<file path="config.mk">
export PLATFORM = sky130hd
export DESIGN_NAME = wdt2_top
export DESIGN_NICKNAME = d
export VERILOG_FILES = /design/src/rtl/wdt2_pkg.sv /design/src/rtl/wdt2_unlock.sv /design/src/rtl/wdt2_prescaler.sv /design/src/rtl/wdt2_countdown.sv /design/src/rtl/wdt2_top.sv
export SDC_FILE = /design/constraint.sdc
export NUM_CORES = 1
export LEC_CHECK = 0
export ABC_AREA = 1
export BUFFER_PORTS_ARGS = -buffer_cell sky130_fd_sc_hd__buf_2
export CAP_MARGIN = 10
export CORE_MARGIN = 4
export CORE_UTILIZATION = 45
export CTS_BUF_LIST = sky130_fd_sc_hd__clkbuf_16
export DETAILED_ROUTE_END_ITERATION = 16
export HOLD_SLACK_MARGIN = 0.05
export REMOVE_ABC_BUFFERS = 1
export SLEW_MARGIN = 20
export SYNTH_ARGS = -nofsm -noshare
export SYNTH_HDL_FRONTEND = slang
export SYNTH_SLANG_ARGS = --single-unit
</file>
<file path="constraint.sdc">
create_clock -name clk -period 2.67 [get_ports clk]
set_clock_uncertainty 0.15 [all_clocks]
set_input_delay 0.1335 -clock clk [delete_from_list [all_inputs] [get_ports clk]]
set_output_delay 0.1335 -clock clk [all_outputs]
set_load 0.01 [all_outputs]
</file>
<file path="src/rtl/wdt2_pkg.sv">
package wdt2_pkg;
  typedef enum logic [1:0] {UL_IDLE, UL_ARMED, UL_OPEN} unlock_e;
  typedef enum logic [1:0] {CS_OFF, CS_FIRST, CS_SECOND, CS_DONE} cstage_e;

  localparam logic [4:0] OFS_PRE1 = 5'h00;
  localparam logic [4:0] OFS_PRE2 = 5'h04;
  localparam logic [4:0] OFS_STAT = 5'h08;
  localparam logic [4:0] OFS_RLD  = 5'h0C;
  localparam logic [4:0] OFS_CFG  = 5'h10;
  localparam logic [4:0] OFS_CTL  = 5'h14;

  localparam int KEY_FIRST  = 'h80;
  localparam int KEY_SECOND = 'h86;
endpackage

</file>
<file path="src/rtl/wdt2_unlock.sv">
module wdt2_unlock
  import wdt2_pkg::*;
(
  input  logic clk,
  input  logic por_n,
  input  logic soft_rst,
  input  logic rld_wr,
  input  logic prot_wr,
  input  logic key1_hit,
  input  logic key2_hit,
  output logic open
);
  unlock_e st_q;

  always_ff @(posedge clk or negedge por_n) begin
    if (!por_n) st_q <= UL_IDLE;
    else if (soft_rst) st_q <= UL_IDLE;
    else begin
      case (st_q)
        UL_IDLE:  if (rld_wr) st_q <= key1_hit ? UL_ARMED : UL_IDLE;
        UL_ARMED: if (rld_wr) st_q <= key2_hit ? UL_OPEN : UL_IDLE;
        UL_OPEN:  if (prot_wr) st_q <= UL_IDLE;
        default:  st_q <= UL_IDLE;
      endcase
    end
  end

  assign open = (st_q == UL_OPEN);

  AST_OPEN_NEEDS_ARMED: assert property (@(posedge clk) disable iff (!por_n)
    (st_q == UL_OPEN) |-> ($past(st_q) == UL_ARMED || $past(st_q) == UL_OPEN));
  AST_SINGLE_WRITE: assert property (@(posedge clk) disable iff (!por_n)
    (st_q == UL_OPEN && prot_wr) |=> (st_q == UL_IDLE));
endmodule

</file>
<file path="src/rtl/wdt2_prescaler.sv">
module wdt2_prescaler #(
  parameter int SLOW_LOG2 = 15,
  parameter int FAST_LOG2 = 5
) (
  input  logic clk,
  input  logic por_n,
  input  logic clear,
  input  logic run,
  input  logic fast,
  output logic tick
);
  localparam int W = SLOW_LOG2;
  localparam logic [W-1:0] LIM_SLOW = '1;
  localparam logic [W-1:0] LIM_FAST = W'((1 << FAST_LOG2) - 1);

  logic [W-1:0] pcnt_q;
  logic [W-1:0] limit;

  assign limit = fast ? LIM_FAST : LIM_SLOW;
  assign tick  = run && !clear && (pcnt_q >= limit);

  always_ff @(posedge clk or negedge por_n) begin
    if (!por_n) pcnt_q <= '0;
    else if (clear || !run || tick) pcnt_q <= '0;
    else pcnt_q <= pcnt_q + 1'b1;
  end
endmodule

</file>
<file path="src/rtl/wdt2_countdown.sv">
module wdt2_countdown
  import wdt2_pkg::*;
#(
  parameter int PRE_W     = 20,
  parameter int PULSE_LEN = 16
) (
  input  logic             clk,
  input  logic             por_n,
  input  logic             soft_rst,
  input  logic             run,
  input  logic             restart,
  input  logic             tick,
  input  logic [PRE_W-1:0] pre1,
  input  logic [PRE_W-1:0] pre2,
  input  logic             rst_en,
  output logic             s1_exp,
  output logic             s2_exp,
  output logic             prs_clear,
  output logic             counting,
  output logic             rst_req
);
  localparam int PLS_W = $clog2(PULSE_LEN + 1);

  cstage_e          st_q;
  logic [PRE_W-1:0] cnt_q;
  logic [PLS_W-1:0] pls_q;
  logic             load, last;

  assign load      = run && (restart || st_q == CS_OFF);
  assign last      = (cnt_q <= PRE_W'(1));
  assign s1_exp    = run && !soft_rst && !load && tick && st_q == CS_FIRST && last;
  assign s2_exp    = run && !soft_rst && !load && tick && st_q == CS_SECOND && last;
  assign prs_clear = load || !run;
  assign counting  = (st_q == CS_FIRST) || (st_q == CS_SECOND);

  always_ff @(posedge clk or negedge por_n) begin
    if (!por_n) begin
      st_q  <= CS_OFF;
      cnt_q <= '0;
    end else if (soft_rst || !run) begin
      st_q  <= CS_OFF;
      cnt_q <= '0;
    end else if (load) begin
      st_q  <= CS_FIRST;
      cnt_q <= pre1;
    end else if (tick) begin
      case (st_q)
        CS_FIRST: begin
          if (last) begin
            st_q  <= CS_SECOND;
            cnt_q <= pre2;
          end else cnt_q <= cnt_q - 1'b1;
        end
        CS_SECOND: begin
          if (last) st_q <= CS_DONE;
          else cnt_q <= cnt_q - 1'b1;
        end
        default: ;
      endcase
    end
  end

  always_ff @(posedge clk or negedge por_n) begin
    if (!por_n) pls_q <= '0;
    else if (s2_exp && rst_en) pls_q <= PLS_W'(PULSE_LEN);
    else if (pls_q != '0) pls_q <= pls_q - 1'b1;
  end

  assign rst_req = (pls_q != '0);

  AST_SECOND_AFTER_FIRST: assert property (@(posedge clk) disable iff (!por_n)
    (st_q == CS_SECOND && $past(st_q) != CS_SECOND) |-> ($past(st_q) == CS_FIRST));
  AST_RST_NOT_SINGLE: assert property (@(posedge clk) disable iff (!por_n)
    $rose(rst_req) |=> rst_req);
endmodule

</file>
<file path="src/rtl/wdt2_top.sv">
module wdt2_top
  import wdt2_pkg::*;
#(
  parameter int              PRE_W     = 20,
  parameter int              DATA_W    = PRE_W,
  parameter int              SLOW_LOG2 = 15,
  parameter int              FAST_LOG2 = 5,
  parameter int              PULSE_LEN = 16,
  parameter logic [PRE_W-1:0] PRE_RESET = 20'h03C00
) (
  input  logic              clk,
  input  logic              por_n,
  input  logic              soft_rst,
  input  logic              bus_wr_en,
  input  logic [4:0]        bus_addr,
  input  logic [DATA_W-1:0] bus_wdata,
  output logic [DATA_W-1:0] bus_rdata,
  output logic              irq,
  output logic              rst_req
);
  logic [PRE_W-1:0] pre1_q, pre2_q;
  logic stat_q, tflag_q, lock_q, en_q, func_q;
  logic cfg_nrst_q, cfg_fast_q;
  logic [1:0] cfg_itype_q;

  logic rld_wr, prot_wr, acc, open;
  logic restart, run, tick, s1_exp, s2_exp, prs_clear, counting;
  logic key1_hit, key2_hit;

  assign rld_wr   = bus_wr_en && bus_addr == OFS_RLD;
  assign prot_wr  = bus_wr_en && (bus_addr == OFS_PRE1 || bus_addr == OFS_PRE2 || bus_addr == OFS_RLD);
  assign key1_hit = (bus_wdata == DATA_W'(KEY_FIRST));
  assign key2_hit = (bus_wdata == DATA_W'(KEY_SECOND));
  assign acc      = open && prot_wr;
  assign restart  = acc && bus_addr == OFS_RLD && bus_wdata[8];
  assign run      = en_q && !func_q;

  wdt2_unlock u_unlock (
    .clk(clk), .por_n(por_n), .soft_rst(soft_rst), .rld_wr(rld_wr),
    .prot_wr(prot_wr), .key1_hit(key1_hit), .key2_hit(key2_hit), .open(open)
  );

  wdt2_prescaler #(.SLOW_LOG2(SLOW_LOG2), .FAST_LOG2(FAST_LOG2)) u_prs (
    .clk(clk), .por_n(por_n), .clear(prs_clear), .run(counting),
    .fast(cfg_fast_q), .tick(tick)
  );

  wdt2_countdown #(.PRE_W(PRE_W), .PULSE_LEN(PULSE_LEN)) u_cnt (
    .clk(clk), .por_n(por_n), .soft_rst(soft_rst), .run(run), .restart(restart),
    .tick(tick), .pre1(pre1_q), .pre2(pre2_q), .rst_en(!cfg_nrst_q),
    .s1_exp(s1_exp), .s2_exp(s2_exp), .prs_clear(prs_clear),
    .counting(counting), .rst_req(rst_req)
  );

  // Registers cleared by either reset
  always_ff @(posedge clk or negedge por_n) begin
    if (!por_n) begin
      pre1_q <= PRE_RESET;
      pre2_q <= PRE_RESET;
      stat_q <= 1'b0;
      cfg_nrst_q <= 1'b0;
      cfg_fast_q <= 1'b0;
      cfg_itype_q <= 2'b00;
    end else if (soft_rst) begin
      pre1_q <= PRE_RESET;
      pre2_q <= PRE_RESET;
      stat_q <= 1'b0;
      cfg_nrst_q <= 1'b0;
      cfg_fast_q <= 1'b0;
      cfg_itype_q <= 2'b00;
    end else begin
      if (acc && bus_addr == OFS_PRE1) pre1_q <= bus_wdata[PRE_W-1:0];
      if (acc && bus_addr == OFS_PRE2) pre2_q <= bus_wdata[PRE_W-1:0];
      if (s1_exp) stat_q <= 1'b1;
      else if (bus_wr_en && bus_addr == OFS_STAT && bus_wdata[0]) stat_q <= 1'b0;
      if (bus_wr_en && bus_addr == OFS_CFG) begin
        cfg_nrst_q  <= bus_wdata[5];
        cfg_fast_q  <= bus_wdata[2];
        cfg_itype_q <= bus_wdata[1:0];
      end
    end
  end

  // Registers that survive the system reset
  always_ff @(posedge clk or negedge por_n) begin
    if (!por_n) begin
      tflag_q <= 1'b0;
      lock_q  <= 1'b0;
      en_q    <= 1'b0;
      func_q  <= 1'b0;
    end else begin
      if (s2_exp) tflag_q <= 1'b1;
      else if (acc && bus_addr == OFS_RLD && bus_wdata[9]) tflag_q <= 1'b0;
      if (soft_rst) begin
        en_q   <= lock_q && en_q;
        func_q <= lock_q && func_q;
      end else if (bus_wr_en && bus_addr == OFS_CTL) begin
        lock_q <= lock_q || bus_wdata[0];
        en_q   <= bus_wdata[1] || (lock_q && en_q);
        if (!lock_q) func_q <= bus_wdata[2];
      end
    end
  end

  assign irq = stat_q && (cfg_itype_q != 2'b11);

  always_comb begin
    bus_rdata = '0;
    case (bus_addr)
      OFS_PRE1: bus_rdata = DATA_W'(pre1_q);
      OFS_PRE2: bus_rdata = DATA_W'(pre2_q);
      OFS_STAT: bus_rdata[0] = stat_q;
      OFS_RLD:  bus_rdata[9] = tflag_q;
      OFS_CFG:  begin
        bus_rdata[5]   = cfg_nrst_q;
        bus_rdata[2]   = cfg_fast_q;
        bus_rdata[1:0] = cfg_itype_q;
      end
      OFS_CTL:  bus_rdata[2:0] = {func_q, en_q, lock_q};
      default:  bus_rdata = '0;
    endcase
  end

  AST_LOCK_STICKY: assert property (@(posedge clk) disable iff (!por_n)
    $past(lock_q) |-> lock_q);
  AST_LOCKED_EN_HELD: assert property (@(posedge clk) disable iff (!por_n)
    (lock_q && $past(lock_q) && $past(en_q)) |-> en_q);
  AST_FLAG_KEEPS_ON_SOFT: assert property (@(posedge clk) disable iff (!por_n)
    ($past(soft_rst) && $past(tflag_q)) |-> tflag_q);
endmodule

</file>
==> results of run 1 <==
Yosys cell counts (all sizes together), types with 10 or more instances:
cell,n
nor2,85
o21ai,90
xor2,13
clkbuf,16
nand2,273
ha,18
a21oi,11
nand4,23
dfrtp,85
inv,120
nand3,39
buf,10
final timing paths:
path	start	end	cells after the start
hold / removal	por_n	u_prs.pcnt_q[0]	2
hold reg to reg	u_prs.pcnt_q[0]	u_prs.pcnt_q[0]	1
min in group clk	bus_addr[2]	tflag_q	6
setup / recovery	bus_wdata[17]	u_unlock.st_q[1]	9
setup reg to reg	u_unlock.st_q[1]	u_unlock.st_q[1]	7
max in group asynchronous	por_n	u_cnt.cnt_q[14]	3
layout make-up:
| cell class | instances | area [um2] |
|---|---|---|
| well taps | 172 | 215.2 |
| repair buffers | 89 | 628.1 |
| fillers | 1234 | 5788 |
| inverters | 120 | 450.4 |
| clock inverters | 7 | 97.59 |
| multi-input cells | 596 | 2928 |
| clock buffers | 9 | 225.2 |
| flip-flops and latches | 93 | 2338 |
worst reg2reg max path: stages, from the launching register on:
cell and delay, ns:
dfrtp_1 0.39, nor4_2 0.31, nand4_1 0.12, inv_1 0.09, nand4_1 0.07, dlygate4sd3_1 0.56, o21ai_0 0.14, dlygate4sd3_1 0.57
power by group through the flow:
stage	logic (mW)	clock network, mW	registers [mW]
final	1.00	1.40	1.54
after floorplan	0.689	0	1.55
after detailed placement	0.963	0	1.57
after global placement	0.953	0	1.57
after CTS	0.994	1.43	1.54
after global routing	1.15	1.50	1.55
cells by family after synthesis:
family                   after synthesis
AND/OR/NAND/NOR                      434
buffers and inverters                146
AO/OA/AOI/OAI                        127
flip-flops                            93
adder cells (fa/ha/maj)               18
XOR/XNOR                              17
registers in the layout, indices dropped and copies added (netlist names):
name           cells
en_q               1
tflag_q            1
u_cnt.pls_q        5
cfg_nrst_q         1
u_cnt.st_q         2
u_prs.pcnt_q      15
u_unlock.st_q      2
lock_q             1
func_q             1
u_cnt.cnt_q       20
cfg_itype_q        2
cfg_fast_q         1
pre2_q            20
stat_q             1
pre1_q            20
repair_timing:
item | CTS | global route
gates resized for setup | 0 | 2
hold buffers | 28 | 0
buffers inserted | 0 | 1
hold endpoints to repair | 103 | 0
setup endpoints to repair | 0 | 34
per-layer routing:
| layer | GRT usage, % | up-vias | part of all wire [%] |
|---|---|---|---|
| li1 | - | 2792 | - |
| met1 | 33.20 | 2565 | 50 |
| met2 | 34.01 | 135 | 44 |
| met3 | 3.110 | 23 | 4.2 |
| met4 | 7.073 | 0 | 1.8 |
| met5 | 0 | - | 0 |
==> metrics.yaml, run 1 <==
synthesis:
  yosysWarnings: 0
  syn_avg_cell_area_um2: 6.990
  ys_seq_elements: 93
  syn_inst: 835
  synth.area.top_cells: "dfrtp_1 36%, nand2_1 17%, inv_1 7.6%"
  synth-compound-area-share_pct: 12.28
  synth_enable_flop_cells: 0
  synthDistinctLibCells: 41
  synth_top_area_cell: "dfrtp_1"
  synthAdderAreaFrac_pct: 3.859
  async_flop_share_pct: 100.0
  synth_top_family_by_area: "simple AND/OR/NAND/NOR gates"
  synthSimpleGateAreaFrac_pct: 31.36
  muxShareOfSynthArea_pct: 0
  synth_area_um2: 5837
  ys_seq_area_share_pct: 40.04
  ys.flop_type: "dfrtp_1"
  synth_xor_area_share_pct: 2.551
  yosysTopAreaCellShare_pct: 36.44
clocking:
  clockRootBuffer: "clkbuf_16"
  cts_tree: "yes"
  cts_max_level: 3
  clock_latency_ns: 0.35
  cts.sinks: 93
  cts_buffers: 9
  clk_pin_slew_ns: 0.07
  clockBufferDepth: 2
global_routing:
  grt_antenna_before_repair: 0
  gr-total-overflow: 0
  grt_max_degree: 40
  grt_pass1_wl_um: 26490
  grt_usage_pct: 22.42
  grt_pass1_vias: 5234
critical_path:
  crit_fanout: 2
  max_stage_delay_ns: 0.57
  path_cells: "dlygate4sd3_1 > buf_2 > nor3_1 > nand4_1 > inv_1 > nand4_1 > dlygate4sd3_1 > o21ai_0 > dlygate4sd3_1"
  crit_buf_inv: 5
  crit_arrival_ns: 2.67
  worstPathRequired_ns: 2.81
  slowest_stage: "dlygate4sd3_1"
  worst_path_most_repeated_cell: "dlygate4sd3_1"
  rrSetupSlack_ns: 0.21
  start_kind: "input pin"
  cp_top_family: "buffers and inverters"
  endpoint_kind: "flip-flop"
  path_class: "in -> reg"
floorplan:
  dieArea_um2: 14860
  initial_core_util_pct: 46.06
  die_width_um: 121.9
  design.core.area_um2: 12670
  die_height_um: 121.9
  num_io_pins: 51
  row_count: 41
detailed_routing:
  initialDrtViolationCount: 344
  firstDrtPassIters: 5
  vias: 5515
  ant_nets: 0
  wl_per_cell_um: 14.39
  drc_errors: 0
  routed_via_density: 5.078
  drt_wl_total_um: 15630
placed_design:
  hpwl_um: 11650
  place_inst: 1041
  place_worst_setup_slack_ns: 0.1692
  place_area_um2: 6265
  gp_congestion: 0.9259
  portBuffers: 50
power:
  p_int_mw: 2.651
  total_power_mw: 3.948
  p_leak_nw: 3.645
  switchingPower_mw: 1.297
  power_per_cell_area_nw_per_um2: 573.5
  combPwrFrac_pct: 25.4
  vdd_ir_drop_max_mv: 0.3894
  p_sw_share_pct: 32.84
  seqPwrFrac_pct: 39.1
  clkPwrFrac_pct: 35.5
sta:
  fin_crit_sh_pct: 95.00
  setup_viol: 0
  hold_ws_ns: 0.1121
  hold_viol: 0
  period_needed_ns: 2.537
  slew_headroom_pct: 56.67
  slew_viol_final: 0
  tightest_slew_ns: 0.6492
  clock.fmax_mhz: 394.2
  setup_slack_ns: 0.1334
  setup_tns_ns: 0
  rsz0062_at_grt: "no"
layout:
  final_common_cell: "nand2_1"
  fin_area_um2: 6883
  antenna_cells: 0
  post-route-util_pct: 54.32
  final_cell_mix: "269 x nand2_1, 119 x inv_1, 85 x o21ai_0, 84 x dfrtp_1, 76 x nor2_1"
  nNetsFinal: 956
  layout-drive-gt1-share_pct: 11.71
  stdcell_count: 1086
  area_delta_synth_final_pct: 17.92
status:
  status: "finished clean"
run:
  drv_cap: 0
worst_hold_path:
  min_path_type: "in -> async"
No activity file was read; power rests on OpenSTA's default activity.
==> inputs of run 2 (changes only) <==
--- a/config.mk
+++ b/config.mk
@@ -13,7 +13,7 @@
 export CTS_BUF_LIST = sky130_fd_sc_hd__clkbuf_16
 export DETAILED_ROUTE_END_ITERATION = 16
 export HOLD_SLACK_MARGIN = 0.05
-export REMOVE_ABC_BUFFERS = 1
+export PLACE_DENSITY = 0.65
 export SLEW_MARGIN = 20
 export SYNTH_ARGS = -nofsm -noshare
 export SYNTH_HDL_FRONTEND = slang
==> constraint.sdc (replaced) <==
create_clock -name clk -period 2.1 [get_ports clk]
set_clock_uncertainty 0.15 [all_clocks]
set_input_delay 0.105 -clock clk [delete_from_list [all_inputs] [get_ports clk]]
set_output_delay 0.105 -clock clk [all_outputs]
set_load 0.01 [all_outputs]
==> run 2 against run 1 <==
Against the previous run:
- the flow now finishes with violations (setup timing)
- worst hold slack worse by 0.049 ns
- sequential share of layout area down 2.5 points
- total power increased by 30%
- first-iteration DRC count is 0.87% lower
- non-clock buffer count grew 45
- clock power is 24% higher
- routed wire length grew 0.22%
- combinational power increased by 45%
- cell count up 4.1%
- sequential power rose by 27%
- final area up 7.9%
- die area unchanged
- highest routed layer unchanged
==> metrics.yaml, run 2 (synthesis gave the netlist of run 1 again) <==
critical_path:
  crit_fanout: 10
  start_kind: "flip-flop"
  rr_worst_depth: 13
  worstPathRequired_ns: 2.25
  endpoint_kind: "flip-flop"
  critPathLaunch: "cfg_fast_q"
  crit_arrival_ns: 2.44
  rr_startpoint: "cfg_fast_q"
  path_class: "reg -> reg"
power:
  p_sw_share_pct: 33.47
  vdd_ir_drop_max_mv: 0.4616
  total_power_mw: 5.137
  combPwrFrac_pct: 28.3
  p_int_mw: 3.417
  seqPwrFrac_pct: 38.0
  p_leak_nw: 3.900
  clkPwrFrac_pct: 33.7
  power_per_cell_area_nw_per_um2: 691.5
  switchingPower_mw: 1.719
worst_hold_path:
  min_path_type: "in -> async"
sta:
  fin_crit_sh_pct: 109.3
  setup_slack_ns: -0.1948
  period_needed_ns: 2.295
  setup_tns_ns: -4.138
  setup_viol: 32
  slew_headroom_pct: 56.21
  hold_viol: 0
  tightest_slew_ns: 0.6562
  rsz0062_at_grt: "yes"
  slew_viol_final: 0
  clock.fmax_mhz: 435.8
synthesis:
  syn-num-nets: 882
layout:
  layout-drive-gt1-share_pct: 18.14
  regArea_um2: 2338
  stdcell_count: 1131
  multi_input_area_um2: 3075
  post-route-util_pct: 58.63
  final_cell_mix: "264 x nand2_1, 117 x inv_1, 84 x o21ai_0, 84 x dfrtp_1, 74 x nor2_1"
  fin_area_um2: 7428
  nNetsFinal: 1001
  fillers: 1192
  final_common_cell: "nand2_1"
  top_regs: "pre1_q x20, pre2_q x20, u_cnt.cnt_q x20"
  area_delta_synth_final_pct: 27.27
  antenna_cells: 0
detailed_routing:
  vias: 5530
  drc_errors: 0
  routed_via_density: 4.889
  initialDrtViolationCount: 341
  ant_nets: 0
  firstDrtPassIters: 5
  wl_per_cell_um: 13.85
  drt_wl_total_um: 15660
clocking:
  cts_max_level: 3
  clockRootBuffer: "clkbuf_16"
  clock_latency_ns: 0.36
  clockBufferDepth: 2
  cts.sinks: 93
  cts_buffers: 9
  cts_tree: "yes"
  clk_pin_slew_ns: 0.08
global_routing:
  grt_max_degree: 34
  grt_pass1_vias: 5226
  grt_pass1_wl_um: 25500
  gr-total-overflow: 0
  grt_antenna_before_repair: 0
  grt_usage_pct: 21.73
floorplan:
  dieArea_um2: 14860
  row_count: 41
  num_io_pins: 51
  initial_core_util_pct: 46.06
  design.core.area_um2: 12670
  die_width_um: 121.9
  die_height_um: 121.9
placed_design:
  place_inst: 1083
  hpwl_um: 11410
  portBuffers: 50
  place_area_um2: 6619
  gp_congestion: 0.8532
run:
  drv_cap: 0
status:
  status: "finished, violations left"
  violations: "setup timing"
==> run 2: cell type report <==
type                            instances  area share (%)
Timing Repair Buffer                  134           13.95
Clock buffer                            9           3.032
Multi-Input combinational cell        596           41.40
Sequential cell                        93           31.48
Tap cell                              172           2.897
Inverter                              120           6.064
Clock inverter                          7           1.179
==> run 2: critical path, cell delays in order, from the launching register on <==
cell and delay [ns]:
dfrtp_2 0.47, buf_6 0.14, ha_4 0.26, nand2_1 0.06, nor2_1 0.11, nand3_1 0.09, nor2_2 0.15, nor2_4 0.06
nor2_4 0.10, nand2_2 0.10, o21bai_4 0.22, buf_6 0.18, nand2_1 0.07, nand2_1 0.05
==> run 2: metrics by stage <==
step	hold WS (ns)	worst slack, ns
after detailed placement	-0.09230	-0.1273
after global placement	-0.09333	-0.06060
after CTS	0.06908	-0.1262
after floorplan	-0.3406	0.02153
final	0.06305	-0.1948
after global routing	0.09774	-0.3299
==> run 2: power by group through the flow <==
stage	combinational [mW]	sequential, mW	clock (mW)
after floorplan	0.951	1.97	0
after global placement	1.37	1.98	0
after detailed placement	1.38	1.98	0
after CTS	1.44	1.95	1.76
after global routing	1.64	1.96	1.84
final	1.45	1.95	1.73
==> run 2: path summary, 6_finish.rpt <==
check                                  endpoint  slack, ns
worst max-delay path             u_cnt.cnt_q[6]      -0.19
worst min-delay path                 pre1_q[15]       0.06
worst max register to register   u_cnt.cnt_q[6]      -0.19
worst min register to register  u_prs.pcnt_q[0]       0.31
max in group asynchronous            pre1_q[10]       1.09
min in group clk                           en_q       0.11
==> run 2: timing repair <==
| item | in CTS | in global routing |
|---|---|---|
| endpoints found under the hold margin | 135 | 0 |
| setup endpoints to repair | 40 | 46 |
| hold buffers | 25 | 0 |
| setup buffers | 4 | 0 |
| gates resized for setup | 12 | 25 |
| pin swaps | 0 | 2 |
| cloned | 0 | 3 |
==> run 2: layer usage <==
metal / global-route usage (%) / up-vias / wire length [um]
li1: - / 2893 / -
met1: 32.46 / 2508 / 7798
met2: 32.18 / 115 / 6962
met3: 4.410 / 14 / 690
met4: 5.742 / 0 / 210
met5: 0 / - / 0
==> inputs of run 3 (changes only) <==
==> constraint.sdc (replaced) <==
create_clock -name clk -period 2.1 [get_ports clk]
set_clock_uncertainty 0.15 [all_clocks]
set_input_delay 0.21 -clock clk [delete_from_list [all_inputs] [get_ports clk]]
set_output_delay 0.21 -clock clk [all_outputs]
set_load 0.01 [all_outputs]
==> run 3 against run 2 <==
Against the previous run:
- final area up 2.5%
- sequential power about the same
- worst hold slack better by 0.010 ns
- the run still ends with setup timing left
- sequential share of layout area down 0.78 points
- routed wire length up 2.5%
- largest cell class unchanged
- non-clock buffer count down 4
==> metrics.yaml, run 3 (synthesis gave the netlist of run 1 again) <==
layout:
  layout-drive-gt1-share_pct: 24.27
  final_cell_mix: "228 x nand2_1, 114 x inv_1, 84 x dfrtp_1, 83 x o21ai_0, 66 x nor2_1"
  final_common_cell: "nand2_1"
  antenna_cells: 0
  top_regs: "pre1_q x20, pre2_q x20, u_cnt.cnt_q x20"
  area_delta_synth_final_pct: 30.48
  stdcell_count: 1128
  nNetsFinal: 998
floorplan:
  design.core.area_um2: 12670
  die_height_um: 121.9
  initial_core_util_pct: 46.06
  row_count: 41
  num_io_pins: 51
  dieArea_um2: 14860
  die_width_um: 121.9
clocking:
  clockRootBuffer: "clkbuf_16"
  cts_tree: "yes"
  cts_buffers: 9
  cts_max_level: 3
  clockBufferDepth: 2
  clk_pin_slew_ns: 0.07
  cts.sinks: 93
  clock_latency_ns: 0.35
detailed_routing:
  drt_wl_total_um: 16050
  initialDrtViolationCount: 324
  firstDrtPassIters: 5
  wl_per_cell_um: 14.23
  ant_nets: 0
  drc_errors: 0
  routed_via_density: 4.941
  vias: 5573
sta:
  rsz0062_at_grt: "yes"
  slew_viol_final: 0
  period_needed_ns: 2.299
  tightest_slew_ns: 0.6095
  setup_viol: 31
  setup_tns_ns: -4.312
  slew_headroom_pct: 59.32
  clock.fmax_mhz: 434.9
  fin_crit_sh_pct: 109.5
  hold_viol: 0
  setup_slack_ns: -0.1994
critical_path:
  start_kind: "flip-flop"
  crit_arrival_ns: 2.39
  worstPathRequired_ns: 2.19
  crit_fanout: 5
  endpoint_kind: "flip-flop"
  path_class: "reg -> reg"
power:
  vdd_ir_drop_max_mv: 0.4700
  p_leak_nw: 3.976
  power_per_cell_area_nw_per_um2: 656.6
  total_power_mw: 5.000
global_routing:
  grt_util_met2_pct: 32.25
  grtUsageMet1_pct: 31.91
  gr-total-overflow: 0
  grt_max_degree: 34
  grt_pass1_wl_um: 25610
  grt_antenna_before_repair: 0
  grt_usage_pct: 21.58
  grt_pass1_vias: 5297
  grtUsageMet3_pct: 3.714
  gr-max-usage-layer: "met2"
placed_design:
  hpwl_um: 11300
  place_inst: 1082
  portBuffers: 50
  gp_congestion: 0.8525
status:
  status: "finished, violations left"
  violations: "setup timing"
run:
  drv_cap: 0
worst_hold_path:
  min_path_type: "in -> reg"
synthesis:
  syn-num-nets: 882
-- run 3: cell count changes in the layout (fill, tap and decap cells not counted), sizes merged --
cell         delta
clkinvlp        +2
clkinv          +1
buf             +2
inv             -1
bufinv          -1
dlygate4sd3     -7
clkbuf          +1
-- run 3: per-layer routing --
layer  routed length (um)  vias up
met4                  315        0
met5                    0        -
met1                 7824     2531
met2                 7213      138
li1                     -     2884
met3                  700       20
-- run 3: cell type report --
cell class	count	area, um2
flip-flops and latches	93	2338
clock buffers	9	225.2
repair inverters	1	7.507
clock inverters	7	62.56
repair buffers	130	1012
fillers	1191	5055
inverters	120	456.7
well taps	172	215.2
multi-input cells	596	3298
-- run 3: through the flow --
step / worst slack (ns) / instance area [um2] / hold WS, ns / util, %
finish: -0.1994 / 7616 / 0.07351 / 60.11
detailed placement: -0.1147 / 6599 / 0.03272 / 52.08
global route: -0.3573 / 7616 / 0.09041 / 60.11
floorplan: 0.02153 / 5838 / -0.2356 / -
global placement: -0.04721 / 6599 / 0.03843 / 52.08
CTS: -0.1202 / 7281 / 0.06952 / 57.46
-- run 3: path summary, 6_finish.rpt --
| kind | start | endpoint | slack [ns] | cells past startpoint |
|---|---|---|---|---|
| min in group asynchronous | por_n | u_cnt.cnt_q[17] | 0.21 | 2 |
| min | bus_wdata[6] | u_unlock.st_q[1] | 0.07 | 4 |
| max | cfg_fast_q | u_cnt.cnt_q[16] | -0.20 | 16 |
| min reg2reg | u_prs.pcnt_q[0] | u_prs.pcnt_q[0] | 0.32 | 1 |
| max reg2reg | cfg_fast_q | u_cnt.cnt_q[16] | -0.20 | 16 |
| max in group asynchronous | por_n | cfg_fast_q | 1.04 | 3 |
-- run 3: worst max-delay path, stage by stage, from the launching register on --
cell       delay, ns
dfrtp_2         0.44
buf_6           0.15
ha_4            0.28
nand2_2         0.07
inv_2           0.08
nand2_2         0.06
nor2_2          0.08
nand2_1         0.07
nand3_2         0.08
nor2_4          0.04
nor2_4          0.12
nand2_4         0.09
nand2_4         0.12
nand2_8         0.08
clkbuf_16       0.18
nand2_2         0.06
nand2_1         0.05
-- run 3: timing repair --
action | CTS | global route
pin swaps | 13 | 22
resized for setup | 30 | 75
setup buffers | 4 | 2
gates cloned | 1 | 5
setup endpoints to repair | 34 | 44
hold buffers | 18 | 0
endpoints found under the hold margin | 119 | 0
-- run 3: power breakdown --
part / switching [mW] / total (mW) / internal (mW) / leakage, nW
sequential: 0.0619 / 1.95 / 1.89 / 1.23
combinational: 0.898 / 1.46 / 0.564 / 2.60
clock: 0.754 / 1.59 / 0.833 / 0.145
total: 1.71 / 5.00 / 3.29 / 3.98
